==> config.mk <==
export PLATFORM = sky130hd
export DESIGN_NAME = mii_autopoll
export DESIGN_NICKNAME = d
export VERILOG_FILES = /design/src/rtl/mii_ap_pkg.sv /design/src/rtl/mii_ap_mdc_tick.sv /design/src/rtl/mii_ap_frame.sv /design/src/rtl/mii_ap_timer.sv /design/src/rtl/mii_ap_status.sv /design/src/rtl/mii_autopoll.sv
export SDC_FILE = /design/constraint.sdc
export NUM_CORES = 1
export LEC_CHECK = 0
export ABC_AREA = 1
export BUFFER_PORTS_ARGS = -buffer_cell sky130_fd_sc_hd__clkbuf_2
export CORE_ASPECT_RATIO = 0.5
export CORE_MARGIN = 1
export CORE_UTILIZATION = 58
export DETAILED_ROUTE_END_ITERATION = 6
export MAX_ROUTING_LAYER = met4
export PLACE_DENSITY = 0.77
export SYNTH_ARGS = -nofsm -noshare
export SYNTH_HDL_FRONTEND = slang
export SYNTH_SLANG_ARGS = --single-unit
==> constraint.sdc <==
create_clock -name clk_i -period 6.2 [get_ports clk_i]
set_input_delay 0.31 -clock clk_i [delete_from_list [all_inputs] [get_ports clk_i]]
set_output_delay 0.31 -clock clk_i [all_outputs]
set_load 0.05 [all_outputs]
==> src/rtl/mii_ap_pkg.sv <==
package mii_ap_pkg;
  localparam int unsigned ADDR_W     = 5;
  localparam int unsigned DATA_W     = 16;
  localparam int unsigned PRE_BITS   = 32;
  localparam int unsigned CODE_W     = 3;
  localparam int unsigned TA_BITS    = 2;
  localparam int unsigned HDR_BITS   = PRE_BITS + 4 + 2 * ADDR_W;
  localparam int unsigned DATA_FIRST = HDR_BITS + TA_BITS;
  localparam int unsigned FRAME_BITS = DATA_FIRST + DATA_W;
  localparam logic [1:0]  ST_CODE    = 2'b01;
  localparam logic [1:0]  OP_READ    = 2'b10;
  typedef logic [DATA_W-1:0] mii_word_t;
endpackage

==> src/rtl/mii_ap_mdc_tick.sv <==
module mii_ap_mdc_tick #(
  parameter int unsigned CLK_DIV = 8
) (
  input  logic clk_i,
  input  logic rst_ni,
  output logic rise_o,
  output logic fall_o
);
  localparam int unsigned HALF = CLK_DIV / 2;
  localparam int unsigned CW   = (HALF > 1) ? $clog2(HALF) : 1;

  logic [CW-1:0] cnt_q;
  logic          phase_q;
  logic          wrap;

  assign wrap = (cnt_q == CW'(HALF - 1));

  always_ff @(posedge clk_i or negedge rst_ni) begin
    if (!rst_ni) begin
      cnt_q   <= '0;
      phase_q <= 1'b0;
    end else if (wrap) begin
      cnt_q   <= '0;
      phase_q <= ~phase_q;
    end else begin
      cnt_q <= cnt_q + 1'b1;
    end
  end

  // strobes mark MDC half-period boundaries; frames align to fall_o
  assign rise_o = wrap & ~phase_q;
  assign fall_o = wrap & phase_q;
endmodule

==> src/rtl/mii_ap_frame.sv <==
module mii_ap_frame
  import mii_ap_pkg::*;
(
  input  logic              clk_i,
  input  logic              rst_ni,
  input  logic              rise_i,
  input  logic              fall_i,
  input  logic              start_i,
  input  logic [ADDR_W-1:0] phy_addr_i,
  input  logic [ADDR_W-1:0] reg_addr_i,
  input  logic              mdio_i,
  output logic              mdc_o,
  output logic              mdio_o,
  output logic              mdio_oe_o,
  output logic              busy_o,
  output logic              last_o,
  output logic              done_o,
  output mii_word_t         data_o
);
  localparam int unsigned IDX_W = $clog2(FRAME_BITS);

  logic [IDX_W-1:0]    idx_q;
  logic                busy_q, mdc_q, done_q;
  logic [HDR_BITS-1:0] hdr_q, hdr_new;
  mii_word_t           shift_q, data_q;

  assign hdr_new = {{PRE_BITS{1'b1}}, ST_CODE, OP_READ, phy_addr_i, reg_addr_i};
  assign last_o  = busy_q && (idx_q == IDX_W'(FRAME_BITS - 1));

  always_ff @(posedge clk_i or negedge rst_ni) begin
    if (!rst_ni) begin
      idx_q   <= '0;
      busy_q  <= 1'b0;
      mdc_q   <= 1'b0;
      done_q  <= 1'b0;
      hdr_q   <= '0;
      shift_q <= '0;
      data_q  <= '0;
    end else begin
      done_q <= 1'b0;
      if (rise_i && busy_q) begin
        mdc_q <= 1'b1;
        if (idx_q >= IDX_W'(DATA_FIRST)) shift_q <= {shift_q[DATA_W-2:0], mdio_i};
      end
      if (fall_i) begin
        mdc_q <= 1'b0;
        if (last_o) begin
          done_q <= 1'b1;
          data_q <= shift_q;
        end
        if (!busy_q || last_o) begin
          // back-to-back restart allowed on the closing edge
          busy_q <= start_i;
          idx_q  <= '0;
          if (start_i) hdr_q <= hdr_new;
        end else begin
          idx_q <= idx_q + 1'b1;
          hdr_q <= {hdr_q[HDR_BITS-2:0], 1'b0};
        end
      end
    end
  end

  assign mdc_o     = mdc_q;
  assign mdio_oe_o = busy_q && (idx_q < IDX_W'(HDR_BITS));
  assign mdio_o    = mdio_oe_o & hdr_q[HDR_BITS-1];
  assign busy_o    = busy_q;
  assign done_o    = done_q;
  assign data_o    = data_q;
endmodule

==> src/rtl/mii_ap_timer.sv <==
module mii_ap_timer
  import mii_ap_pkg::*;
#(
  parameter int unsigned DELAY_SHIFT = 4
) (
  input  logic              clk_i,
  input  logic              rst_ni,
  input  logic              fall_i,
  input  logic              busy_i,
  input  logic              last_i,
  input  logic              run_i,
  input  logic              sw_busy_i,
  input  logic [CODE_W-1:0] code_i,
  output logic              start_o
);
  localparam int unsigned MAX_EXP = (1 << CODE_W) - 1 + DELAY_SHIFT;
  localparam int unsigned CNT_W   = MAX_EXP + 1;
  localparam logic [CNT_W-1:0] CNT_MAX = CNT_W'(1 << MAX_EXP);

  logic [CNT_W-1:0] cnt_q, gap, elapsed;
  logic             slot;

  always_comb begin
    gap = '0;
    if (code_i != '0) gap = CNT_W'(1) << (32'(code_i) + DELAY_SHIFT);
  end

  // closing edge of a frame counts as zero idle periods
  assign slot    = !busy_i || last_i;
  assign elapsed = last_i ? '0 : cnt_q;
  assign start_o = fall_i && slot && run_i && !sw_busy_i && (elapsed >= gap);

  always_ff @(posedge clk_i or negedge rst_ni) begin
    if (!rst_ni) begin
      cnt_q <= CNT_MAX;
    end else if (fall_i && slot) begin
      if (start_o)                cnt_q <= '0;
      else if (elapsed == CNT_MAX) cnt_q <= CNT_MAX;
      else                        cnt_q <= elapsed + CNT_W'(1);
    end
  end
endmodule

==> src/rtl/mii_ap_status.sv <==
module mii_ap_status
  import mii_ap_pkg::*;
#(
  parameter int unsigned LINK_BIT = 2
) (
  input  logic      clk_i,
  input  logic      rst_ni,
  input  logic      done_i,
  input  mii_word_t data_i,
  input  logic [1:0] clr_i,
  output mii_word_t status_o,
  output logic      link_lost_o,
  output logic      changed_o
);
  mii_word_t prev_q;
  logic      valid_q, lost_q, chg_q;
  logic      set_lost, set_chg;

  assign set_lost = done_i && valid_q && prev_q[LINK_BIT] && !data_i[LINK_BIT];
  assign set_chg  = done_i && valid_q && (data_i != prev_q);

  always_ff @(posedge clk_i or negedge rst_ni) begin
    if (!rst_ni) begin
      prev_q  <= '0;
      valid_q <= 1'b0;
      lost_q  <= 1'b0;
      chg_q   <= 1'b0;
    end else begin
      lost_q <= set_lost | (lost_q & ~clr_i[0]);
      chg_q  <= set_chg | (chg_q & ~clr_i[1]);
      if (done_i) begin
        prev_q  <= data_i;
        valid_q <= 1'b1;
      end
    end
  end

  assign status_o    = prev_q;
  assign link_lost_o = lost_q;
  assign changed_o   = chg_q;
endmodule

==> src/rtl/mii_autopoll.sv <==
module mii_autopoll
  import mii_ap_pkg::*;
#(
  parameter int unsigned CLK_DIV     = 8,
  parameter int unsigned DELAY_SHIFT = 4,
  parameter int unsigned LINK_BIT    = 2
) (
  input  logic              clk_i,
  input  logic              rst_ni,
  input  logic              poll_en_i,
  input  logic              phy_active_i,
  input  logic              sw_busy_i,
  input  logic [ADDR_W-1:0] phy_addr_i,
  input  logic [ADDR_W-1:0] reg_addr_i,
  input  logic [CODE_W-1:0] gap_code_i,
  input  logic              mdio_i,
  output logic              mdc_o,
  output logic              mdio_o,
  output logic              mdio_oe_o,
  output logic [DATA_W-1:0] status_o,
  output logic              link_lost_o,
  output logic              changed_o,
  output logic              irq_o,
  input  logic [1:0]        irq_clr_i
);
  logic      rise, fall, start, busy, last, done;
  mii_word_t rd_word;

  mii_ap_mdc_tick #(.CLK_DIV(CLK_DIV)) u_tick (
    .clk_i (clk_i),
    .rst_ni(rst_ni),
    .rise_o(rise),
    .fall_o(fall)
  );

  mii_ap_timer #(.DELAY_SHIFT(DELAY_SHIFT)) u_timer (
    .clk_i    (clk_i),
    .rst_ni   (rst_ni),
    .fall_i   (fall),
    .busy_i   (busy),
    .last_i   (last),
    .run_i    (poll_en_i & phy_active_i),
    .sw_busy_i(sw_busy_i),
    .code_i   (gap_code_i),
    .start_o  (start)
  );

  mii_ap_frame u_frame (
    .clk_i     (clk_i),
    .rst_ni    (rst_ni),
    .rise_i    (rise),
    .fall_i    (fall),
    .start_i   (start),
    .phy_addr_i(phy_addr_i),
    .reg_addr_i(reg_addr_i),
    .mdio_i    (mdio_i),
    .mdc_o     (mdc_o),
    .mdio_o    (mdio_o),
    .mdio_oe_o (mdio_oe_o),
    .busy_o    (busy),
    .last_o    (last),
    .done_o    (done),
    .data_o    (rd_word)
  );

  mii_ap_status #(.LINK_BIT(LINK_BIT)) u_status (
    .clk_i      (clk_i),
    .rst_ni     (rst_ni),
    .done_i     (done),
    .data_i     (rd_word),
    .clr_i      (irq_clr_i),
    .status_o   (status_o),
    .link_lost_o(link_lost_o),
    .changed_o  (changed_o)
  );

  assign irq_o = link_lost_o | changed_o;
endmodule

==> impl_metrics.xml, run 1 <==
<?xml version="1.0" encoding="UTF-8"?>
<metrics>
  <group name="global_routing">
    <metric name="antenna_found_initial" unit="">0</metric>
    <metric name="track_usage" unit="">0.2297</metric>
    <metric name="grt_max_degree" unit="">81</metric>
    <metric name="global_route_wire_length_before_repair" unit="µm">19080</metric>
    <metric name="global_route.overflow_total" unit="">0</metric>
    <metric name="grt_pass1_vias" unit="">4206</metric>
  </group>
  <group name="detailed_routing">
    <metric name="routed_wl" unit="µm">11290</metric>
    <metric name="route.vias.total" unit="">4514</metric>
    <metric name="postRouteAntennaNets" unit="">0</metric>
    <metric name="drt_iter0_markers" unit="">258</metric>
    <metric name="remaining_drc_errors" unit="">0</metric>
    <metric name="detail_route.wl_per_cell" unit="µm">12.62</metric>
    <metric name="avgViaCountPerCell" unit="">5.044</metric>
    <metric name="dr.pass1.iters" unit="">4</metric>
  </group>
  <group name="logic_synthesis">
    <metric name="synth_flop_cell" unit="">sky130_fd_sc_hd__dfrtp_1</metric>
    <metric name="yosys.cell_count.top_type" unit="">sky130_fd_sc_hd__nand2_1</metric>
    <metric name="synth_enable_flop_cells" unit="">0</metric>
    <metric name="synth.top_cells.by_count" unit="">sky130_fd_sc_hd__nand2_1, sky130_fd_sc_hd__dfrtp_1, sky130_fd_sc_hd__inv_1, sky130_fd_sc_hd__nand3_1, sky130_fd_sc_hd__o21ai_0</metric>
    <metric name="synthCells" unit="">701</metric>
    <metric name="postSynthRegisterBits" unit="">121</metric>
    <metric name="yosys.area.top_type" unit="">sky130_fd_sc_hd__dfrtp_1</metric>
    <metric name="synth_area_per_cell" unit="µm²">8.733</metric>
    <metric name="portion_of_synthesized_cell_area_occupied_by_the_leading_cell_type" unit="">0.4905</metric>
    <metric name="netlist-cell-type-count" unit="">42</metric>
    <metric name="synth_seq_area_share" unit="">0.4948</metric>
    <metric name="synth_async_sr_flop_share" unit="">1.000</metric>
    <metric name="synth-warning-count" unit="">0</metric>
    <metric name="yosys-top-cells-area" unit="">sky130_fd_sc_hd__dfrtp_1, sky130_fd_sc_hd__nand2_1, sky130_fd_sc_hd__nand3_1, sky130_fd_sc_hd__nand2_2, sky130_fd_sc_hd__inv_1</metric>
    <metric name="synth.cell_area" unit="mm²">0.006122</metric>
  </group>
  <group name="power_and_ir_drop">
    <metric name="net-switching-power" unit="mW">0.3734</metric>
    <metric name="power.share.sequential" unit="">0.415</metric>
    <metric name="power.internal" unit="mW">1.533</metric>
    <metric name="power" unit="mW">1.906</metric>
    <metric name="vdd_drop_max" unit="mV">0.1572</metric>
    <metric name="leakage_power_summed_over_all_cells" unit="nW">3.785</metric>
    <metric name="power_switching_share" unit="">0.1959</metric>
    <metric name="power.share.combinational" unit="">0.018</metric>
    <metric name="clock_power_share" unit="">0.568</metric>
    <metric name="pwr_density_cell" unit="mW/mm²">270.9</metric>
  </group>
  <group name="place">
    <metric name="place_ws" unit="ns">3.138</metric>
    <metric name="detailed_place_hpwl" unit="µm">7236</metric>
    <metric name="place_inst" unit="">862</metric>
    <metric name="gp_congestion" unit="">0.8639</metric>
    <metric name="io_buffer_count" unit="">42</metric>
  </group>
  <group name="setup_path">
    <metric name="ff2ff_path_depth" unit="">20</metric>
    <metric name="worst_setup_path_end_kind" unit="">register</metric>
    <metric name="criticalPathCategory" unit="">register to register</metric>
    <metric name="critical_path.cell_chain" unit="">ha_1 &gt; inv_1 &gt; nor2_4 &gt; nand3_4 &gt; nand2_1 &gt; inv_1 &gt; ha_1 &gt; nand2_1 &gt; inv_1 &gt; nand3_1 &gt; nor2_1 &gt; nand2_1 &gt; nor2_2 &gt; nor2_2 &gt; nand2_2 &gt; nand2_4 &gt; nand2_8 &gt; nand2_8 &gt; nand2_2 &gt; nand2_1</metric>
    <metric name="startpoint_type" unit="">register</metric>
    <metric name="critPathRequiredTime" unit="ns">6.49</metric>
    <metric name="path_buf_inv" unit="">3</metric>
    <metric name="timing.reg2reg.setup_slack" unit="ns">3.09</metric>
    <metric name="path_delay_family" unit="">simple AND/OR/NAND/NOR gates</metric>
    <metric name="worst_r2r_startpoint" unit="">u_frame.idx_q[1]</metric>
    <metric name="path_common_cell" unit="">sky130_fd_sc_hd__nand2_1</metric>
    <metric name="critical-path-slowest-cell" unit="">sky130_fd_sc_hd__dfrtp_1</metric>
    <metric name="timing.rr.end" unit="">u_frame.hdr_q[26]</metric>
    <metric name="critical_path.max_stage_delay" unit="ns">0.37</metric>
    <metric name="critical_path.max_fanout" unit="">46</metric>
    <metric name="worstPathArrival" unit="ns">3.40</metric>
  </group>
  <group name="clock_tree">
    <metric name="cts_inserted_buffers" unit="">17</metric>
    <metric name="cts_root_buffer" unit="">sky130_fd_sc_hd__clkbuf_16</metric>
    <metric name="clk_pin_slew_worst_paths" unit="ns">0.06</metric>
    <metric name="clock_tree.htree_level_count" unit="">4</metric>
    <metric name="cts_sinks" unit="">121</metric>
    <metric name="tritoncts" unit="">done</metric>
    <metric name="cts_hold_repair.buffers" unit="">1</metric>
    <metric name="cts_setup_buffers" unit="">0</metric>
    <metric name="clk_path_buf_depth" unit="">2</metric>
    <metric name="cts_repair_resize_count" unit="">0</metric>
    <metric name="worst_skew_pair_later_pin_latency" unit="ns">0.41</metric>
  </group>
  <group name="finish">
    <metric name="final_net_count" unit="">778</metric>
    <metric name="area_growth" unit="%">14.92</metric>
    <metric name="instances_no_fill" unit="">895</metric>
    <metric name="drive_gt1_frac" unit="">0.2503</metric>
    <metric name="final_core_utilization" unit="">0.6866</metric>
    <metric name="antenna_cells" unit="">0</metric>
  </group>
  <group name="timing">
    <metric name="final.period_utilization" unit="">0.5012</metric>
    <metric name="worst_slew_margin_rel" unit="">0.3343</metric>
    <metric name="worst_margin_pin_slew" unit="ns">0.9986</metric>
    <metric name="worst_clock_skew" unit="ns">0.007754</metric>
    <metric name="final.setup.tns" unit="ns">0</metric>
    <metric name="finalMaxSlewViolations" unit="">0</metric>
    <metric name="setup_viol_count_final" unit="">0</metric>
    <metric name="hold_violation_total_from_the_final_report" unit="">0</metric>
    <metric name="timing.final.ws_setup" unit="ns">3.092</metric>
    <metric name="unrepaired_setup_endpoints_after_global_routing" unit="">no</metric>
    <metric name="max_freq" unit="MHz">321.8</metric>
    <metric name="min_period" unit="ns">3.108</metric>
  </group>
  <group name="floorplanning">
    <metric name="dieWidth" unit="µm">147.3</metric>
    <metric name="die_area" unit="mm²">0.01100</metric>
    <metric name="fp.dieH" unit="µm">74.65</metric>
    <metric name="num_io_pins" unit="">43</metric>
    <metric name="design.core.area" unit="mm²">0.01025</metric>
    <metric name="start_util" unit="">0.5974</metric>
    <metric name="row_count" unit="">26</metric>
  </group>
  <group name="hold_path">
    <metric name="hp-start" unit="">irq_clr_i[1]</metric>
    <metric name="worstHoldPathType" unit="">primary input to register</metric>
    <metric name="worst_hold_path.endpoint" unit="">u_status.changed_o</metric>
    <metric name="holdPathStages" unit="">2</metric>
  </group>
  <group name="outcome">
    <metric name="outcome" unit="">finished clean</metric>
  </group>
  <group name="run">
    <metric name="drv_cap" unit="">0</metric>
  </group>
</metrics>
[power by group through the flow]
stage	clock, mW	sequential, mW	combinational, mW
after global placement	0	0.804	0.0340
after detailed placement	0	0.804	0.0346
after floorplan	0	0.804	0.00909
final	1.08	0.790	0.0339
after global routing	1.13	0.790	0.0403
after CTS	1.10	0.790	0.0352
[worst reg2reg max path, cell delays in order (launching register included)]
cell and delay, ns:
sky130_fd_sc_hd__dfrtp_1 0.37, sky130_fd_sc_hd__ha_1 0.15, sky130_fd_sc_hd__inv_1 0.07, sky130_fd_sc_hd__nor2_4 0.15
sky130_fd_sc_hd__nand3_4 0.20, sky130_fd_sc_hd__nand2_1 0.19, sky130_fd_sc_hd__inv_1 0.06, sky130_fd_sc_hd__ha_1 0.29
sky130_fd_sc_hd__nand2_1 0.07, sky130_fd_sc_hd__inv_1 0.05, sky130_fd_sc_hd__nand3_1 0.08, sky130_fd_sc_hd__nor2_1 0.10
sky130_fd_sc_hd__nand2_1 0.07, sky130_fd_sc_hd__nor2_2 0.09, sky130_fd_sc_hd__nor2_2 0.04, sky130_fd_sc_hd__nand2_2 0.08
sky130_fd_sc_hd__nand2_4 0.09, sky130_fd_sc_hd__nand2_8 0.25, sky130_fd_sc_hd__nand2_8 0.33, sky130_fd_sc_hd__nand2_2 0.19
sky130_fd_sc_hd__nand2_1 0.07
[cells in the final DEF (no fill, tap or decap), types with 7 or more instances in the layout]
cell                        netlist  final
sky130_fd_sc_hd__nand2_1        169    169
sky130_fd_sc_hd__nor3_1           8      8
sky130_fd_sc_hd__inv_1           72     72
sky130_fd_sc_hd__ha_1            15     15
sky130_fd_sc_hd__o21ai_0         51     51
sky130_fd_sc_hd__nand4_1          7      7
sky130_fd_sc_hd__clkbuf_2         0     41
sky130_fd_sc_hd__a21oi_1          8      8
sky130_fd_sc_hd__nand3_1         62     62
sky130_fd_sc_hd__or2_2           42     42
sky130_fd_sc_hd__xor2_1          11     11
sky130_fd_sc_hd__o22ai_1          8      8
sky130_fd_sc_hd__dfrtp_1        120    120
sky130_fd_sc_hd__mux2_2           9      9
sky130_fd_sc_hd__nand2_2         48     48
sky130_fd_sc_hd__clkbuf_16        0     17
sky130_fd_sc_hd__nor2_1          12     12
[sequential cells by signal, summed over array words and instances (netlist names)]
| register | count |
|---|---|
| u_status.changed_o | 1 |
| u_status.valid_q | 1 |
| u_frame.idx_q | 6 |
| u_timer.cnt_q | 12 |
| u_frame.data_o | 16 |
| u_status.link_lost_o | 1 |
| u_frame.shift_q | 16 |
| u_frame.busy_o | 1 |
| u_frame.hdr_q | 46 |
| u_tick.phase_q | 1 |
| u_frame.mdc_o | 1 |
| u_status.status_o | 16 |
| u_frame.done_o | 1 |
| u_tick.cnt_q | 2 |
[cells by family after synthesis]
logic type / share of synthesized area
AOI/OAI and AO/OA: 0.06458
xor gates and xnor gates: 0.01860
adders and majority gates: 0.03066
buffers and inverters: 0.07337
DFF: 0.4948
muxes: 0.01655
other: 0.001227
and+or+nand+nor: 0.3002
[worst max-delay path by stage]
stage                     cells after the start                end             start
after global placement                       20   u_frame.hdr_q[0]  u_frame.idx_q[1]
after floorplan                               3             mdio_o    u_frame.busy_o
after detailed placement                     20   u_frame.hdr_q[5]  u_frame.idx_q[1]
after global routing                         20   u_frame.hdr_q[1]  u_frame.idx_q[1]
final                                        20  u_frame.hdr_q[26]  u_frame.idx_q[1]
after CTS                                    20  u_frame.hdr_q[26]  u_frame.idx_q[1]
[per-layer routing]
layer | wire length, µm | GRT usage | vias up
li1 | - | - | 2309
met1 | 5748 | 0.2920 | 2128
met2 | 5144 | 0.3653 | 75
met3 | 359 | 0.05636 | 2
met4 | 40 | 0.08133 | 0
met5 | 0 | - | -
[stage by stage]
| stage | instance area, µm² | hold slack, ns |
|---|---|---|
| floorplan | 6133 | 0.01441 |
| global placement | 6372 | 0.3179 |
| detailed placement | 6372 | 0.3202 |
| CTS | 7036 | 0.06457 |
| global route | 7036 | 0.06673 |
| finish | 7036 | 0.07604 |
[area by class of cell]
type	instances	area, µm²
fillers	803	3212
flip-flops and latches	121	3029
multi-input cells	481	2655
well taps	140	175.2
repair buffers	45	237.7
clock inverters	12	196.4
clock buffers	20	456.7
inverters	76	285.3
No activity file was read; power rests on OpenSTA's default activity.
==> run 2: changes to the inputs <==
--- a/config.mk
+++ b/config.mk
@@ -5,14 +5,14 @@
 export SDC_FILE = /design/constraint.sdc
 export NUM_CORES = 1
 export LEC_CHECK = 0
-export ABC_AREA = 1
+export ABC_AREA = 0
 export BUFFER_PORTS_ARGS = -buffer_cell sky130_fd_sc_hd__clkbuf_2
 export CORE_ASPECT_RATIO = 0.5
 export CORE_MARGIN = 1
-export CORE_UTILIZATION = 58
+export CORE_UTILIZATION = 54
 export DETAILED_ROUTE_END_ITERATION = 6
 export MAX_ROUTING_LAYER = met4
-export PLACE_DENSITY = 0.77
+export PLACE_DENSITY = 0.76
 export SYNTH_ARGS = -nofsm -noshare
 export SYNTH_HDL_FRONTEND = slang
 export SYNTH_SLANG_ARGS = --single-unit
==> constraint.sdc (replaced) <==
create_clock -name clk_i -period 2.85 [get_ports clk_i]
set_input_delay 0.1425 -clock clk_i [delete_from_list [all_inputs] [get_ports clk_i]]
set_output_delay 0.1425 -clock clk_i [all_outputs]
set_load 0.05 [all_outputs]
==> run 2 against run 1 <==
Net effect: die area decreased by 2.4%; synthesized area down 9.2%; clock power rose by 100%; clock skew is 0.0011 ns higher; power grew 110%; critical path type unchanged; combinational power rose to 2.8 times the previous value; final cell count decreased by 22%; non-clock buffer count rose by 34; utilization up 2.2 points.
==> impl_metrics.xml, run 2 <==
<?xml version="1.0" encoding="UTF-8"?>
<metrics>
  <group name="timing">
    <metric name="finalMaxSlewViolations" unit="">0</metric>
    <metric name="min_period" unit="ns">2.840</metric>
    <metric name="worst_margin_pin_slew" unit="ns">0.8010</metric>
    <metric name="final.period_utilization" unit="">0.9966</metric>
    <metric name="hold_violation_total_from_the_final_report" unit="">0</metric>
    <metric name="setup_viol_count_final" unit="">0</metric>
    <metric name="max_freq" unit="MHz">352.1</metric>
    <metric name="unrepaired_setup_endpoints_after_global_routing" unit="">yes</metric>
    <metric name="worst_clock_skew" unit="ns">0.008891</metric>
    <metric name="fin_hold_ws" unit="ns">0.1247</metric>
    <metric name="worst_slew_margin_rel" unit="">0.4660</metric>
  </group>
  <group name="place">
    <metric name="detailed_place_hpwl" unit="µm">7278</metric>
    <metric name="gp_congestion" unit="">0.8314</metric>
    <metric name="io_buffer_count" unit="">42</metric>
  </group>
  <group name="detailed_routing">
    <metric name="drt_iter0_markers" unit="">199</metric>
    <metric name="routed_wl" unit="µm">11620</metric>
    <metric name="route.vias.total" unit="">3925</metric>
    <metric name="remaining_drc_errors" unit="">0</metric>
    <metric name="postRouteAntennaNets" unit="">0</metric>
    <metric name="detail_route.wl_per_cell" unit="µm">16.57</metric>
    <metric name="avgViaCountPerCell" unit="">5.599</metric>
    <metric name="dr.pass1.iters" unit="">4</metric>
  </group>
  <group name="floorplanning">
    <metric name="row_count" unit="">25</metric>
    <metric name="start_util" unit="">0.5714</metric>
    <metric name="dieWidth" unit="µm">145.5</metric>
    <metric name="die_area" unit="mm²">0.01073</metric>
    <metric name="design.core.area" unit="mm²">0.009728</metric>
    <metric name="num_io_pins" unit="">43</metric>
    <metric name="fp.dieH" unit="µm">73.75</metric>
  </group>
  <group name="logic_synthesis">
    <metric name="synthCells" unit="">473</metric>
    <metric name="yosys-top-cells-area" unit="">sky130_fd_sc_hd__dfrtp_1, sky130_fd_sc_hd__mux2_2, sky130_fd_sc_hd__o22a_1, sky130_fd_sc_hd__nand2_1, sky130_fd_sc_hd__ha_1</metric>
    <metric name="synth_area_per_cell" unit="µm²">11.75</metric>
    <metric name="synth_flop_cell" unit="">sky130_fd_sc_hd__dfrtp_1</metric>
    <metric name="synth_seq_area_share" unit="">0.5449</metric>
    <metric name="portion_of_synthesized_cell_area_occupied_by_the_leading_cell_type" unit="">0.5402</metric>
    <metric name="netlist-cell-type-count" unit="">57</metric>
    <metric name="yosys.area.top_type" unit="">sky130_fd_sc_hd__dfrtp_1</metric>
    <metric name="synth.top_cells.by_count" unit="">sky130_fd_sc_hd__dfrtp_1, sky130_fd_sc_hd__nand2_1, sky130_fd_sc_hd__mux2_2, sky130_fd_sc_hd__o22a_1</metric>
    <metric name="synth_enable_flop_cells" unit="">0</metric>
    <metric name="synth-warning-count" unit="">0</metric>
    <metric name="yosys.cell_count.top_type" unit="">sky130_fd_sc_hd__dfrtp_1</metric>
    <metric name="postSynthRegisterBits" unit="">121</metric>
    <metric name="synth_async_sr_flop_share" unit="">1.000</metric>
    <metric name="synth.cell_area" unit="mm²">0.005559</metric>
  </group>
  <group name="global_routing">
    <metric name="global_route_wire_length_before_repair" unit="µm">19180</metric>
    <metric name="global_route.overflow_total" unit="">0</metric>
    <metric name="grt_max_degree" unit="">61</metric>
    <metric name="antenna_found_initial" unit="">0</metric>
    <metric name="grt_pass1_vias" unit="">3912</metric>
    <metric name="track_usage" unit="">0.2406</metric>
  </group>
  <group name="power_and_ir_drop">
    <metric name="power" unit="mW">3.996</metric>
    <metric name="leakage_power_summed_over_all_cells" unit="nW">3.262</metric>
    <metric name="vdd_drop_max" unit="mV">0.4403</metric>
    <metric name="pwr_density_cell" unit="mW/mm²">579.8</metric>
  </group>
  <group name="setup_path">
    <metric name="critical_path.max_fanout" unit="">6</metric>
    <metric name="timing.reg2reg.setup_slack" unit="ns">0.01</metric>
    <metric name="path_delay_family" unit="">compound AO/OA/AOI/OAI gates</metric>
    <metric name="startpoint_type" unit="">register</metric>
    <metric name="critical_path.max_stage_delay" unit="ns">0.54</metric>
    <metric name="worstSetupPathDepth" unit="">11</metric>
    <metric name="critical_path.cell_chain" unit="">ha_2 &gt; and3_4 &gt; nand2_4 &gt; and2_4 &gt; ha_4 &gt; a21o_1 &gt; o211ai_1 &gt; o221ai_2 &gt; a2111o_1 &gt; o31ai_1 &gt; a31o_2</metric>
    <metric name="ff2ff_path_depth" unit="">11</metric>
    <metric name="worst_setup_path_end_kind" unit="">register</metric>
    <metric name="timing.rr.end" unit="">u_timer.cnt_q[3]</metric>
    <metric name="worstPathArrival" unit="ns">3.19</metric>
    <metric name="criticalPathCategory" unit="">register to register</metric>
    <metric name="worst_setup_path_endpoint" unit="">u_timer.cnt_q[3]</metric>
    <metric name="worst_r2r_startpoint" unit="">u_frame.idx_q[1]</metric>
    <metric name="startpoint" unit="">u_frame.idx_q[1]</metric>
    <metric name="critical-path-slowest-cell" unit="">sky130_fd_sc_hd__a2111o_1</metric>
    <metric name="critPathRequiredTime" unit="ns">3.20</metric>
    <metric name="path_buf_inv" unit="">0</metric>
  </group>
  <group name="finish">
    <metric name="area_growth" unit="%">23.97</metric>
    <metric name="largest_register_ff_count" unit="">46</metric>
    <metric name="mostFrequentLayoutCells" unit="">sky130_fd_sc_hd__dfrtp_1, sky130_fd_sc_hd__nand2_1, sky130_fd_sc_hd__mux2_2, sky130_fd_sc_hd__clkbuf_2, sky130_fd_sc_hd__o22a_1</metric>
    <metric name="filler_cell_count" unit="">675</metric>
    <metric name="drive_gt1_frac" unit="">0.3286</metric>
    <metric name="multi_input_comb_area" unit="mm²">0.002521</metric>
    <metric name="antenna_cells" unit="">0</metric>
    <metric name="final-seq-area" unit="mm²">0.003029</metric>
    <metric name="regMostFlops" unit="">u_frame.hdr_q</metric>
    <metric name="final_net_count" unit="">589</metric>
    <metric name="layout_commonest_cell" unit="">sky130_fd_sc_hd__dfrtp_1</metric>
  </group>
  <group name="outcome">
    <metric name="outcome" unit="">finished clean</metric>
  </group>
  <group name="clock_tree">
    <metric name="clock_tree.htree_level_count" unit="">4</metric>
    <metric name="cts_sinks" unit="">121</metric>
    <metric name="worst_skew_pair_later_pin_latency" unit="ns">0.41</metric>
    <metric name="cts_root_buffer" unit="">sky130_fd_sc_hd__clkbuf_16</metric>
    <metric name="clk_path_buf_depth" unit="">2</metric>
    <metric name="cts_inserted_buffers" unit="">17</metric>
    <metric name="tritoncts" unit="">done</metric>
    <metric name="clk_pin_slew_worst_paths" unit="ns">0.06</metric>
  </group>
  <group name="hold_path">
    <metric name="worstHoldPathType" unit="">primary input to register</metric>
  </group>
  <group name="run">
    <metric name="drv_cap" unit="">0</metric>
  </group>
</metrics>
==> run 2: changes by cell type in the layout (fill, tap and decap cells not counted), sizes merged, moves of 10 or more <==
cell,delta
a22o,+11
and2,+11
buf,+30
inv,-54
mux2,+38
nand2,-168
nand3,-53
o21ai,-31
o22a,+34
or2,-39
xnor2,+16
xor2,-10
==> run 2: kinds of logic after synthesis <==
group	count (synthesis)	share of synthesized area
simple gates	126	0.1191
mux	47	0.09521
other cells	2	0.001351
compound gates	110	0.1501
fa+ha+maj	15	0.03376
xor+xnor	19	0.02993
flops	121	0.5449
buf+inv	33	0.02566
==> run 2: report_power, final <==
group | internal, mW | switching, mW | total (mW)
clock | 1.32 | 0.860 | 2.18
sequential | 1.72 | 0.0000000000000000573 | 1.72
combinational | 0.0353 | 0.0604 | 0.0957
total | 3.07 | 0.921 | 4.00
==> run 2: repair_timing <==
item                                    in CTS  in global routing
resized for setup                            5                 13
buffers inserted                             2                  1
hold buffers                                 5                  0
gates cloned                                 1                  0
pin swaps                                    4                 16
endpoints found under the setup margin      54                 54
hold endpoints to repair                    62                  0
==> run 2: layout make-up <==
type,instances,share of cell area
clock buffers,17,0.06173
clock inverters,15,0.02578
inverters,11,0.005991
multi-input cells,323,0.3658
flip-flops and latches,121,0.4395
well taps,135,0.02451
repair buffers,79,0.07662
==> run 2: routing by layer <==
metal | track usage | vias to the layer above | part of all wire
met5 | - | - | 0
met4 | 0.06199 | 0 | 0.0060
met3 | 0.06708 | 8 | 0.035
met2 | 0.3782 | 64 | 0.47
met1 | 0.3112 | 1972 | 0.49
li1 | - | 1881 | -
==> run 2: tightest hold or removal path, cell delays in order <==
cell                       delay [ns]
sky130_fd_sc_hd__clkbuf_2        0.08
sky130_fd_sc_hd__nand2_1         0.04
sky130_fd_sc_hd__o21ai_0         0.13
sky130_fd_sc_hd__a22o_1          0.11
==> run 2: worst min-delay path by stage <==
| stage | start | to | slack (ns) | depth (start not counted) |
|---|---|---|---|---|
| final | phy_addr_i[0] | u_frame.hdr_q[5] | 0.12 | 4 |
| after global routing | phy_addr_i[0] | u_frame.hdr_q[5] | 0.15 | 4 |
| after CTS | phy_addr_i[0] | u_frame.hdr_q[5] | 0.11 | 4 |
| after detailed placement | rst_ni | u_frame.hdr_q[31] | 0.26 | 1 |
| after global placement | rst_ni | u_frame.hdr_q[33] | 0.25 | 1 |
| after floorplan | rst_ni | u_frame.busy_o | -0.15 | 0 |
==> run 2: stage by stage <==
step	cells	TNS, ns	util	instance area [µm²]	worst slack [ns]
global placement	660	0	0.6271	6101	0.02502
floorplan	476	0	-	5588	0.03159
global route	701	-1.851	0.7084	6892	-0.1171
CTS	700	0	0.6980	6790	0.01684
detailed placement	660	-2.599	0.6271	6101	-0.1274
finish	701	0	0.7084	6892	0.009716
